==> src/rtl/sar_pkg.sv <==
package sar_pkg;
  typedef enum logic [1:0] {
    FMT_RJ  = 2'b00,
    FMT_I2S = 2'b01,
    FMT_LJ  = 2'b10,
    FMT_DSP = 2'b11
  } sar_fmt_e;
endpackage

==> src/rtl/sar_pin_sampler.sv <==
// Registers the serial pins in the clk domain and produces a one-cycle capture
// strobe on the selected bit-clock edge, aligned with the registered data.
module sar_pin_sampler (
  input  logic clk,
  input  logic rst_n,
  input  logic bclk,
  input  logic lrclk,
  input  logic sdata,
  input  logic fall_sel,
  output logic cap,
  output logic lr,
  output logic sd
);
  logic b1, b2, l1, s1;

  always_ff @(posedge clk or negedge rst_n) begin
    if (!rst_n) begin
      b1 <= 1'b0;
      b2 <= 1'b0;
      l1 <= 1'b0;
      s1 <= 1'b0;
    end else begin
      b1 <= bclk;
      b2 <= b1;
      l1 <= lrclk;
      s1 <= sdata;
    end
  end

  logic rise, fall;
  assign rise = b1 & ~b2;
  assign fall = ~b1 & b2;
  assign cap  = fall_sel ? fall : rise;
  assign lr   = l1;
  assign sd   = s1;
endmodule

==> src/rtl/sar_framer.sv <==
// Tracks slot position and channel per half-frame and decides which bit slots
// are written into which channel word, and when a stereo pair is complete.
module sar_framer
  import sar_pkg::*;
#(
  parameter int WORD_W     = 24,
  parameter int HALF_SLOTS = 32,
  parameter int IDX_W      = 5
) (
  input  logic             clk,
  input  logic             rst_n,
  input  logic             cap,
  input  logic             lr,
  input  logic [1:0]       fmt,
  input  logic [1:0]       wlen,
  output logic             wr_en,
  output logic             wr_right,
  output logic [IDX_W-1:0] wr_idx,
  output logic             commit
);
  localparam int SLOT_W = $clog2(HALF_SLOTS) + 1;
  localparam logic [SLOT_W-1:0] SLOT_MAX = '1;
  localparam logic [SLOT_W-1:0] S_ZERO   = '0;
  localparam logic [SLOT_W-1:0] S_ONE    = SLOT_W'(1);
  localparam logic [SLOT_W-1:0] S_WORD   = SLOT_W'(WORD_W);
  localparam logic [SLOT_W-1:0] S_LAST   = SLOT_W'(WORD_W - 1);
  localparam logic [SLOT_W-1:0] S_HALF   = SLOT_W'(HALF_SLOTS);
  localparam logic [SLOT_W-1:0] RJ_W24   = SLOT_W'(HALF_SLOTS - WORD_W);
  localparam logic [SLOT_W-1:0] RJ_W20   = SLOT_W'(HALF_SLOTS - WORD_W + 4);
  localparam logic [SLOT_W-1:0] RJ_W16   = SLOT_W'(HALF_SLOTS - WORD_W + 8);

  logic              lr_prev, right_q, locked, dsp_seen, r_open;
  logic [SLOT_W-1:0] slot;

  logic              is_dsp, new_half, in_pulse, half_right, cur_right, lock_now;
  logic [SLOT_W-1:0] slot_inc, cur_slot, start, rel;

  always_comb begin
    is_dsp   = (fmt == FMT_DSP);
    new_half = is_dsp ? (lr & ~lr_prev) : (lr ^ lr_prev);
    in_pulse = is_dsp & lr;
    slot_inc = (slot == SLOT_MAX) ? slot : slot + S_ONE;
    cur_slot = (new_half | in_pulse) ? S_ZERO : slot_inc;
    case (fmt)
      FMT_I2S: half_right = lr;
      FMT_DSP: half_right = dsp_seen & ~right_q;
      default: half_right = ~lr;
    endcase
    cur_right = new_half ? half_right : right_q;
    case (fmt)
      FMT_RJ: begin
        case (wlen)
          2'b00:   start = RJ_W24;
          2'b01:   start = RJ_W20;
          default: start = RJ_W16;
        endcase
      end
      FMT_LJ:  start = S_ZERO;
      default: start = S_ONE;
    endcase
    rel      = cur_slot - start;
    lock_now = locked | (new_half & ~half_right);
    wr_en    = cap & lock_now & ~in_pulse & (cur_slot >= start) & (rel < S_WORD)
             & ((fmt != FMT_RJ) | (cur_slot < S_HALF));
    wr_right = cur_right;
    wr_idx   = rel[IDX_W-1:0];
    commit   = (wr_en & cur_right & (rel == S_LAST)) | (cap & new_half & r_open);
  end

  always_ff @(posedge clk or negedge rst_n) begin
    if (!rst_n) begin
      lr_prev  <= 1'b0;
      right_q  <= 1'b0;
      locked   <= 1'b0;
      dsp_seen <= 1'b0;
      r_open   <= 1'b0;
      slot     <= '0;
    end else if (cap) begin
      lr_prev <= lr;
      slot    <= cur_slot;
      right_q <= cur_right;
      if (new_half && !half_right) locked <= 1'b1;
      if (is_dsp && new_half) dsp_seen <= 1'b1;
      if (commit) r_open <= 1'b0;
      else if (wr_en && cur_right) r_open <= 1'b1;
    end
  end

  // A left word may only start once the preceding right word has been handed on.
  assert_left_after_right_R7: assert property (@(posedge clk) disable iff (!rst_n)
    (wr_en && !wr_right) |-> (!r_open || commit));
endmodule

==> src/rtl/sar_word_acc.sv <==
// One channel word, filled MSB first at a slot index; index 0 clears the rest.
module sar_word_acc #(
  parameter int WORD_W    = 24,
  parameter int IDX_W     = 5,
  parameter bit TAKE_NEXT = 1'b0
) (
  input  logic              clk,
  input  logic              rst_n,
  input  logic              wr,
  input  logic [IDX_W-1:0]  idx,
  input  logic              bit_in,
  output logic [WORD_W-1:0] view
);
  localparam logic [IDX_W-1:0] TOP = IDX_W'(WORD_W - 1);

  logic [WORD_W-1:0] acc_q, acc_nxt;

  always_comb begin
    acc_nxt = acc_q;
    if (wr) begin
      if (idx == '0) acc_nxt = '0;
      acc_nxt[TOP - idx] = bit_in;
    end
  end

  always_ff @(posedge clk or negedge rst_n) begin
    if (!rst_n) acc_q <= '0;
    else        acc_q <= acc_nxt;
  end

  generate
    if (TAKE_NEXT) begin : g_next
      assign view = acc_nxt;
    end else begin : g_held
      assign view = acc_q;
    end
  endgenerate

  assert_zero_fill_R6: assert property (@(posedge clk) disable iff (!rst_n)
    (wr && idx == '0) |=> (acc_q[WORD_W-2:0] == '0));
endmodule

==> src/rtl/sar_rx.sv <==
module sar_rx
  import sar_pkg::*;
#(
  parameter int WORD_W     = 24,
  parameter int HALF_SLOTS = 32
) (
  input  logic              clk,
  input  logic              rst_n,
  input  logic              bclk,
  input  logic              lrclk,
  input  logic              sdata,
  input  logic [1:0]        fmt,
  input  logic [1:0]        wlen,
  output logic              out_valid,
  input  logic              out_ready,
  output logic [WORD_W-1:0] out_left,
  output logic [WORD_W-1:0] out_right
);
  localparam int IDX_W = $clog2(WORD_W);

  logic             cap, lr, sd;
  logic             wr_en, wr_right, commit;
  logic [IDX_W-1:0] wr_idx;
  logic [WORD_W-1:0] word_view [2];

  sar_pin_sampler u_pins (
    .clk(clk), .rst_n(rst_n), .bclk(bclk), .lrclk(lrclk), .sdata(sdata),
    .fall_sel(fmt == FMT_DSP), .cap(cap), .lr(lr), .sd(sd)
  );

  sar_framer #(.WORD_W(WORD_W), .HALF_SLOTS(HALF_SLOTS), .IDX_W(IDX_W)) u_frame (
    .clk(clk), .rst_n(rst_n), .cap(cap), .lr(lr), .fmt(fmt), .wlen(wlen),
    .wr_en(wr_en), .wr_right(wr_right), .wr_idx(wr_idx), .commit(commit)
  );

  // Channel 0 is read from its held word (it may be restarting at commit time);
  // channel 1 is read including the bit written in the commit cycle.
  generate
    for (genvar ch = 0; ch < 2; ch++) begin : g_ch
      sar_word_acc #(.WORD_W(WORD_W), .IDX_W(IDX_W), .TAKE_NEXT(ch == 1)) u_acc (
        .clk(clk), .rst_n(rst_n),
        .wr(wr_en & (wr_right == (ch == 1))),
        .idx(wr_idx), .bit_in(sd), .view(word_view[ch])
      );
    end
  endgenerate

  always_ff @(posedge clk or negedge rst_n) begin
    if (!rst_n) begin
      out_valid <= 1'b0;
      out_left  <= '0;
      out_right <= '0;
    end else if (commit) begin
      out_valid <= 1'b1;
      out_left  <= word_view[0];
      out_right <= word_view[1];
    end else if (out_ready) begin
      out_valid <= 1'b0;
    end
  end

  assert_hold_R9: assert property (@(posedge clk) disable iff (!rst_n)
    (out_valid && !out_ready && !commit) |=>
      (out_valid && $stable(out_left) && $stable(out_right)));

  assert_release_R9: assert property (@(posedge clk) disable iff (!rst_n)
    (out_valid && out_ready && !commit) |=> !out_valid);

  assert_deliver_R7: assert property (@(posedge clk) disable iff (!rst_n)
    commit |=> out_valid);
endmodule

==> config.mk <==
export PLATFORM = sky130hd
export DESIGN_NAME = sar_rx
export DESIGN_NICKNAME = d
export VERILOG_FILES = /design/src/rtl/sar_pkg.sv /design/src/rtl/sar_pin_sampler.sv /design/src/rtl/sar_framer.sv /design/src/rtl/sar_word_acc.sv /design/src/rtl/sar_rx.sv
export SDC_FILE = /design/constraint.sdc
export NUM_CORES = 1
export LEC_CHECK = 0
export CAP_MARGIN = 20
export CORE_MARGIN = 2
export CORE_UTILIZATION = 55
export CTS_CLUSTER_DIAMETER = 120
export DETAILED_ROUTE_END_ITERATION = 8
export MAX_ROUTING_LAYER = met4
export PLACE_DENSITY = 0.78
export SYNTH_ARGS = -nofsm -noshare
export SYNTH_HDL_FRONTEND = slang
export SYNTH_SLANG_ARGS = --single-unit
==> constraint.sdc <==
create_clock -name clk -period 6.6 [get_ports clk]
set_clock_uncertainty 0.15 [all_clocks]
set_input_delay 0.66 -clock clk [delete_from_list [all_inputs] [get_ports clk]]
set_output_delay 0.66 -clock clk [all_outputs]
set_load 0.03 [all_outputs]
# Word level (Yosys, flattened, before mapping)
# Index checks and enable logic that the tools add are counted.
# word_totals
word_cells,93
out_inout_bits,49
reg_bits,112
inputBits,10
# op_classes
addsub,3
mux,21
n_lt_le_gt_ge,5
n_reduce_logical,14
eq_ne,6
n_bitwise,29
# op_table
cell,count
$mux 24,5
$bwmux 24,2
$pmux 5 s2,2
$and 1x1->1,16
$mux 6,2
$mux 1,8
$not 1->1,8
$add 6x1->6 const B,1
$eq 6x5->1 const B,1
$eq 6x6->1 const B,1
$ge 6x5->1,1
$lt 5x6->1 const B,1
$lt 6x5->1 const B,1
$lt 6x6->1 const B,1
$reduce_and 2->1,3
$reduce_bool 2->1,3
$sub 6x5->6,1
$demux 1 s5,1
$ge 5x1->1 const B,1
$logic_not 5->1,1
$sub 5x5->5 const A,1
$eq 2x1->1 const B,2
$eq 2x2->1 const B,2
$logic_and 1x1->1,4
5 further kinds,9

# Longest topological paths before layout
# Gate-level depths: netlist (run 1).
# depth
ltp_word,16
depth_mapped,19
depth_no_buf,15

# Modules after synthesis
# A second synthesis (run 1) with hierarchy kept.
# unflattened
hier_cells,476
area_unflattened_um2,5600.4
# modules_own_cells
module,cells_per_inst,seq_area_each_um2,instances,area_each_um2
sar_rx,107,1226.2,1,1875.5
sar_word_acc (g_ch[0].u_acc),110,600.6,1,1258.7
sar_word_acc (g_ch[1].u_acc),126,600.6,1,1244.9
sar_framer,126,275.3,1,1098.6
sar_pin_sampler,7,100.1,1,122.6

# Least setup slack after synthesis (run 1)
# No wires, ideal clock.
# synth_timing
path_kind,input port to flip-flop
start,in fmt[1]
end,reg g_ch[0].u_acc.acc_q[1]
setup_ps,130
required_time_ps,6320
path_buffers,5
path_stages,18
setup_slack_ps,2083
t_arrival_ps,4237
cell_sequence,buf_6 -> a21bo_1 -> and2_0 -> clkbuf_2 -> or3b_2 -> ha_1 -> ha_1 -> nand2b_1 -> a21oi_1 -> xor2_1 -> nor2_1 -> and2_1 -> clkbuf_1 -> clkbuf_1 -> clkbuf_1 -> nor2_1 -> o21ai_0 -> o21ai_0
# synth_between
elab_chain_len,11
word_cells_on_any_way,39
cone_classes,2 x add/sub; 5 x order compare; 3 x eq/ne; 11 x mux; 14 x bitwise; 4 x reduce/logical
# synth_lines
item,line_no,rtl
from (decl),sar_rx.sv:12,"input logic [1:0] fmt,"
$eq 2x2->1 / $eq 2x1->1 (equally long branches),"sar_framer.sv:39, sar_framer.sv:44, sar_rx.sv:28",
"$mux 1, or another cell as far along",sar_framer.sv:40,new_half = is_dsp ? (lr & ~lr_prev) : (lr ^ lr_prev);
$or 1x1->1 / $not 1->1 (equally long branches),"sar_framer.sv:43, sar_framer.sv:62",
$mux 6 / $and 1x1->1 (equally long branches),"sar_framer.sv:43, sar_framer.sv:62",
$sub 6x5->6 / $or 1x1->1 (equally long branches),"sar_framer.sv:61, sar_framer.sv:62",
$sub 5x5->5 / $and 1x1->1 (equally long branches),"sar_word_acc.sv:22, sar_framer.sv:63",
"$lt 5x6->1 (not written as such), or another cell as far along",sar_word_acc.sv:22,acc_nxt[TOP - idx] = bit_in;
$logic_and 1x1->1 (not written as such) / $and 1x1->1 (equally long branches),"sar_word_acc.sv:22, sar_framer.sv:63",
$mux 1 (not written as such) / $and 1x1->1 (equally long branches),"sar_word_acc.sv:22, sar_framer.sv:63",
$demux 1 s5 / $and 1x1->1 (equally long branches),n/a,
$bwmux 24 / $and 1x1->1 (equally long branches),"sar_word_acc.sv:22, sar_rx.sv:42",
to (signal assigned),sar_word_acc.sv:28,else acc_q <= acc_nxt;
to (decl),sar_word_acc.sv:16,"logic [WORD_W-1:0] acc_q, acc_nxt;"
# Several ways; a longest one is shown, not always the timed one. The select of a mux whose other input is x is not followed.
# A chain may end at the register's enable or synchronous reset.

# Worst setup path after layout (run 1)
# layout_timing
start,in fmt[0]
end,reg out_right[20]
# layout_between
elab_chain_len,13
word_cells_on_any_way,44
cone_classes,2 x add/sub; 5 x order compare; 4 x eq/ne; 12 x mux; 17 x bitwise; 4 x reduce/logical
# layout_lines
item,line_no,rtl
"parallel branches: the longest is 13 deep, another holds $sub 6x5->6",n/a,
to (signal assigned),sar_rx.sv:56,out_right <= word_view[1];
to (decl),sar_rx.sv:17,output logic [WORD_W-1:0] out_right
# Parallel ways; which one is timed is not known. The select of a mux whose other input is x is not followed.

==> results of run 1 <==
-- sequential cells by signal (all words and copies together), names as in the netlist --
| signal | cells |
|---|---|
| g_ch.u_acc.view | 24 |
| g_ch.u_acc.acc_q | 24 |
| u_frame.locked | 1 |
| u_frame.slot | 6 |
| u_frame.dsp_seen | 1 |
| u_pins.lr | 1 |
| out_right | 24 |
| u_frame.r_open | 1 |
| u_frame.lr_prev | 1 |
| out_left | 24 |
| u_frame.right_q | 1 |
| out_valid | 1 |
| u_pins.sd | 1 |
| u_pins.b1 | 1 |
| u_pins.b2 | 1 |
-- cell type report --
class | count | share of cell area
Clock buffer | 13 | 0.0245
Clock inverter | 3 | 0.00753
Inverter | 11 | 0.00637
Multi-Input combinational cell | 335 | 0.398
Sequential cell | 112 | 0.433
Tap cell | 133 | 0.0257
Timing Repair Buffer | 69 | 0.105
-- layout by cell type (no fill, tap or decap), types with 3 or more instances in the layout --
cell             synthesis  routed
nor2_1                  30      30
a32oi_1                  5       5
nor4_1                   7       7
a32o_1                   7       7
a31oi_1                  6       6
o21ai_0                 37      37
inv_1                   10      10
nor2b_1                  3       3
clkbuf_8                 0      11
mux2_1                  11      11
nand4_1                  6       6
o2bb2ai_1               11      11
o211ai_1                16      16
xor2_1                   5       5
dfrtp_1                112     112
buf_4                    1      11
and3_1                   5       5
clkdlybuf4s50_1          0      57
nand2_1                 26      26
nand3b_1                 4       4
mux2_2                  16      16
nor3b_1                  3       3
and2_1                   8       8
mux2_4                  37      37
ha_1                     7       7
nand3_1                 16      16
nor3_1                  14      14
a21oi_1                 11      11
nand2b_1                 4       4
-- cells in the mapped netlist, drive strengths merged, types with 7 or more instances --
| cell type | number |
|---|---|
| dfrtp | 112 |
| mux2 | 64 |
| o21ai | 37 |
| nor2 | 30 |
| nand2 | 26 |
| clkbuf | 23 |
| nand3 | 16 |
| o211ai | 16 |
| nor3 | 14 |
| a21oi | 12 |
| buf | 11 |
| o2bb2ai | 11 |
| and2 | 10 |
| inv | 10 |
| a32o | 7 |
| ha | 7 |
| nor4 | 7 |
-- metal layers --
metal | global-route usage | part of all wire | wire length [um]
met1 | 0.369 | 0.47 | 6010
met2 | 0.361 | 0.45 | 5840
met3 | 0.0306 | 0.066 | 848
met4 | 0.0933 | 0.015 | 199
met5 | - | 0 | 0
-- worst paths after layout --
kind / from / end
setup / recovery: fmt[0] / out_right[20]
hold / removal: rst_n / out_right[23]
setup reg to reg: u_pins.lr / out_right[20]
hold reg to reg: u_pins.b1 / u_pins.b2
max in group asynchronous: rst_n / g_ch[0].u_acc.view[5]
min in group clk: u_pins.b1 / u_pins.b2
-- critical path, stage by stage --
cell             delay (ns)
clkdlybuf4s50_1        0.70
nand4bb_1              0.22
and2_0                 0.33
or3b_2                 0.53
ha_1                   0.25
ha_1                   0.23
nand2b_1               0.17
a21oi_1                0.30
xor2_1                 0.79
a21oi_1                0.20
and2_1                 0.31
a32oi_4                0.23
buf_4                  0.45
mux2_1                 0.38
-- report_power, final --
part | leakage [nW] | switching, mW | total, mW | internal (mW)
combinational | 1.27 | 0.483 | 0.790 | 0.308
sequential | 1.47 | 0.0699 | 0.863 | 0.793
clock | 0.102 | 0.224 | 0.424 | 0.200
-- cells by family after synthesis --
family,after synthesis,share of synthesized area
multiplexers,64,0.153
XOR/XNOR,7,0.0109
adder cells (fa/ha/maj),7,0.0156
buffers and inverters,45,0.0397
AND/OR/NAND/NOR,140,0.130
flip-flops,112,0.500
AO/OA/AOI/OAI,117,0.150
==> summary.md, run 1 <==
| Metric | Value |
|---|---|
| Status | finished, final reports clean |
| Gate count of the mapped netlist | 492 |
| Synthesized area | 0.00560 mm2 |
| Required @ worst endpoint | 6.70 ns |
| Synthesis-to-layout area growth | 15.6% |
| Area of the multi-input gates | 0.00258 mm2 |
| Final instance area | 0.00648 mm2 |
| Drt drc | 0 |
| TritonCTS clock tree | yes |
| Final Hold Fails | 0 |
| Slew at the pin closest to its max-slew limit | 1.04 ns |
| Final period util | 0.861 |
| R2R cell count | 14 |
| Worst Path Max Fanout | 30 |
| Worst slack, placed | 0.594 ns |
| Final WL | 12900 um |
| Clock root buffer | clkbuf_8 |
| Layout cells sized above 1 | 0.158 |
| Core ar. | 0.00982 mm2 |
| Worst IR drop on VDD | 0.234 mV |
| CTS clk-pin slew, worst paths | 0.10 ns |
| Routed wire per std cell | 19.1 um |
| Setup violations, final | 0 |
| Slew Limit Fails | 0 |
| First-pass GRT wire length | 21400 um |
| Setup CP Type | in2reg |
| Vias | 4185 |
| Post-CTS Setup Inserts | 0 |
| Avg Vias per Cell | 6.19 |
| Unrepaired setup endpoints after global routing | no |
| Register Area | 0.00280 mm2 |
| Total power | 2.08 mW |
| Top post-synthesis cells by area | dfrtp_1 50%, mux2_4 9.9%, o21ai_0 3.3% |
| Clock Tree Buf Depth | 2 |
| Largest net degree at the start of global routing | 86 |
| Dpl cells | 658 |
| Yosys cell types | 63 |
| H-tree depth | 3 |
| Total track usage | 0.252 |
| Hold Path Class | in2async |
| Yosys top cell area share | 0.500 |
| Area leader, netlist | dfrtp_1 |
| IO buf count | 58 |
| Max cap viols | 0 |
| Die Span X | 105 um |
| Vias in the first global route | 4099 |
| Row count | 36 |
| Antenna fix cells | 0 |
| Final worst setup slack | 0.916 ns |
| Area after DPL | 0.00623 mm2 |
| Setup tns final | 0 ns |
| Max Clk Rate | 176 MHz |
| Starting Density | 0.571 |
| Clk sinks | 112 |
| DRT iter0 DRCs | 542 |
| Reg-to-reg setup timing slack | 1.14 ns |
| Avg Cell Area, Syn | 11.4 um2 |
| Asr flop ratio synth | 1.00 |
| Total leakage power | 2.83 nW |
| Utilization after layout | 0.660 |
| Initial antenna violation count | 0 |
| Number of synthesized flops with an enable pin | 0 |
| Io pins | 59 |
| Clk_lat worst skew | 0.37 ns |
| Routability congestion estimate | 0.923 |
| Type of element launching the critical path | input pin |
| Warnings from Yosys | 0 |
| Post-CTS Resized | 0 |
| Minimum clock period after layout | 5.68 ns |
| Die area | 0.0110 mm2 |
| Non-Filler Instances | 676 |
| CTS Hold Bufs | 0 |
| Kind of end point of the critical path | flip-flop |
| Detail Route Antenna Nets | 0 |
| Grt ovf | 0 |
| Syn_nets | 509 |
| DP HPWL | 8890 um |
| Pwr dens | 321 mW/mm2 |
| Synthesis-stage register bit count | 112 |
| Register area share after synthesis | 0.500 |
| Cts bufs inserted | 9 |
| Arrival time worst endpoint | 5.78 ns |
| Slew headroom | 0.306 |
| Die H | 105 um |
| Nets | 555 |
| Worst hold slack | 0.0352 ns |
| Main synth FF type | dfrtp_1 |
| Filler cells | 777 |
| 1st-pass router iterations | 6 |
No activity file was read; power rests on OpenSTA's default activity.
==> run 2, diff against run 1 <==
--- a/config.mk
+++ b/config.mk
@@ -10,6 +10,7 @@
 export CORE_UTILIZATION = 55
 export CTS_CLUSTER_DIAMETER = 120
 export DETAILED_ROUTE_END_ITERATION = 8
+export HOLD_SLACK_MARGIN = 0.15
 export MAX_ROUTING_LAYER = met4
 export PLACE_DENSITY = 0.78
 export SYNTH_ARGS = -nofsm -noshare
==> run 2 against run 1 <==
  * Non-clock buffer count grew 1
  * Die area unchanged
  * Via count decreased by 1.0%
  * Utilization rose by 0.10 points
  * Clock-buffer cell count is the same
  * Critical path type unchanged
  * First-iteration DRC count down 10%
  * Routed wire length decreased by 0.75%
  * Sequential cell count is the same
  * Combinational power barely moved
==> summary.md, run 2 (synthesis gave the netlist of run 1 again) <==
| Metric | Value |
|---|---|
| Status | finished, final reports clean |
| IO buf count | 58 |
| Commonest non-fill, non-tap cell in the layout | dfrtp_1 |
| Final period util | 0.861 |
| Filler cells | 779 |
| Slew at the pin closest to its max-slew limit | 1.01 ns |
| Die area | 0.0110 mm2 |
| Slew headroom | 0.324 |
| Arrival time worst endpoint | 5.79 ns |
| Non-Filler Instances | 677 |
| Final worst setup slack | 0.914 ns |
| Grt ovf | 0 |
| Hold Path Class | reg2reg |
| Avg Vias per Cell | 6.12 |
| Core ar. | 0.00982 mm2 |
| Vias | 4142 |
| R2R cell count | 14 |
| Worst Path Max Fanout | 30 |
| Worst IR drop on VDD | 0.234 mV |
| Minimum clock period after layout | 5.69 ns |
| Max Clk Rate | 176 MHz |
| 1st-pass router iterations | 5 |
| Pwr dens | 320 mW/mm2 |
| Total leakage power | 2.84 nW |
| Row count | 36 |
| Kind of end point of the critical path | flip-flop |
| Drt drc | 0 |
| Nets | 556 |
| RR Startpoint | u_pins.lr |
| Setup violations, final | 0 |
| Routability congestion estimate | 0.923 |
| DRT iter0 DRCs | 486 |
| Initial antenna violation count | 0 |
| Hold path start | u_pins.b1 |
| Largest net degree at the start of global routing | 86 |
| Reg-to-reg setup timing slack | 1.13 ns |
| H-tree depth | 3 |
| Clock root buffer | clkbuf_8 |
| TritonCTS clock tree | yes |
| Routed wire per std cell | 18.9 um |
| Final Hold Fails | 0 |
| Final WL | 12800 um |
| Vias in the first global route | 4105 |
| CTS Hold Bufs | 1 |
| Clk sinks | 112 |
| Io pins | 59 |
| Layout cells sized above 1 | 0.158 |
| Post-CTS Resized | 0 |
| Synthesis-to-layout area growth | 15.8% |
| Die H | 105 um |
| Hold Path End | u_pins.b2 |
| Required @ worst endpoint | 6.71 ns |
| Dpl cells | 658 |
| CTS clk-pin slew, worst paths | 0.10 ns |
| Commonest cells after routing, fill and taps aside | 112 x dfrtp_1, 57 x clkdlybuf4s50_1, 37 x o21ai_0, 37 x mux2_4, 30 x nor2_1 |
| Worst Hold Depth | 0 |
| Worst slack, placed | 0.594 ns |
| FF-to-FF End | out_right[11] |
| DP HPWL | 8890 um |
| Detail Route Antenna Nets | 0 |
| Slew Limit Fails | 0 |
| Total track usage | 0.252 |
| Post-CTS Setup Inserts | 0 |
| Die Span X | 105 um |
| Type of element launching the critical path | input pin |
| Setup CP Type | in2reg |
| Starting Density | 0.571 |
| Setup tns final | 0 ns |
| Cts bufs inserted | 9 |
| Max cap viols | 0 |
| Clk_lat worst skew | 0.37 ns |
| Unrepaired setup endpoints after global routing | no |
| First-pass GRT wire length | 21400 um |
| Antenna fix cells | 0 |
| Clock Tree Buf Depth | 2 |
==> run 2: cell count changes in the layout (fill, tap and decap cells not counted), sizes merged <==
cell | before | now
dlygate4sd3 | 0 | 1
==> run 2: final cells by class <==
class	count	area, um2	area share
clock buffers	13	159	0.0245
clock inverters	3	48.8	0.00752
inverters	11	41.3	0.00636
multi-input cells	335	2580	0.397
flip-flops and latches	112	2800	0.432
well taps	133	166	0.0257
repair buffers	70	691	0.106
==> run 2: worst max-delay path by stage <==
stage	to	slack (ns)	cells past startpoint	startpoint
6_report	out_right[11]	0.91	14	fmt[0]
5_1_grt	out_right[11]	0.55	14	fmt[0]
4_1_cts	out_right[20]	0.97	14	fmt[0]
3_5_place_dp	out_right[11]	0.59	14	fmt[0]
3_3_place_gp	out_right[18]	0.83	14	fmt[0]
2_1_floorplan	g_ch[0].u_acc.view[1]	2.08	18	fmt[1]
==> run 2: report_power, final <==
| group | internal, mW | switching, mW | total [mW] |
|---|---|---|---|
| logic | 0.308 | 0.480 | 0.788 |
| registers | 0.793 | 0.0700 | 0.863 |
| clock network | 0.200 | 0.225 | 0.425 |
==> run 2: through the flow <==
| stage | instance area [um2] | util | total power [mW] | hold slack, ns |
|---|---|---|---|---|
| after floorplan | 5600 | - | 1.38 | 0.210 |
| after global placement | 6230 | 0.635 | 1.62 | 0.229 |
| after detailed placement | 6230 | 0.635 | 1.64 | 0.248 |
| after CTS | 6450 | 0.657 | 2.07 | 0.272 |
| after global routing | 6490 | 0.661 | 2.18 | 0.288 |
| final | 6490 | 0.661 | 2.08 | 0.267 |
==> run 2: critical path: stages <==
cell and delay (ns):
clkdlybuf4s50_1 0.70, nand4bb_1 0.22, and2_0 0.33, or3b_2 0.54
ha_1 0.25, ha_1 0.23, nand2b_1 0.17, a21oi_1 0.31
xor2_1 0.78, a21oi_1 0.20, and2_1 0.31, a32oi_4 0.23
buf_4 0.46, mux2_1 0.38
==> run 2: routing by layer <==
| metal | global-route usage | wire (um) | vias to the layer above |
|---|---|---|---|
| li1 | - | - | 1914 |
| met1 | 0.369 | 6030 | 2041 |
| met2 | 0.362 | 5820 | 165 |
| met3 | 0.0306 | 707 | 22 |
| met4 | 0.0933 | 244 | 0 |
| met5 | - | 0 | - |
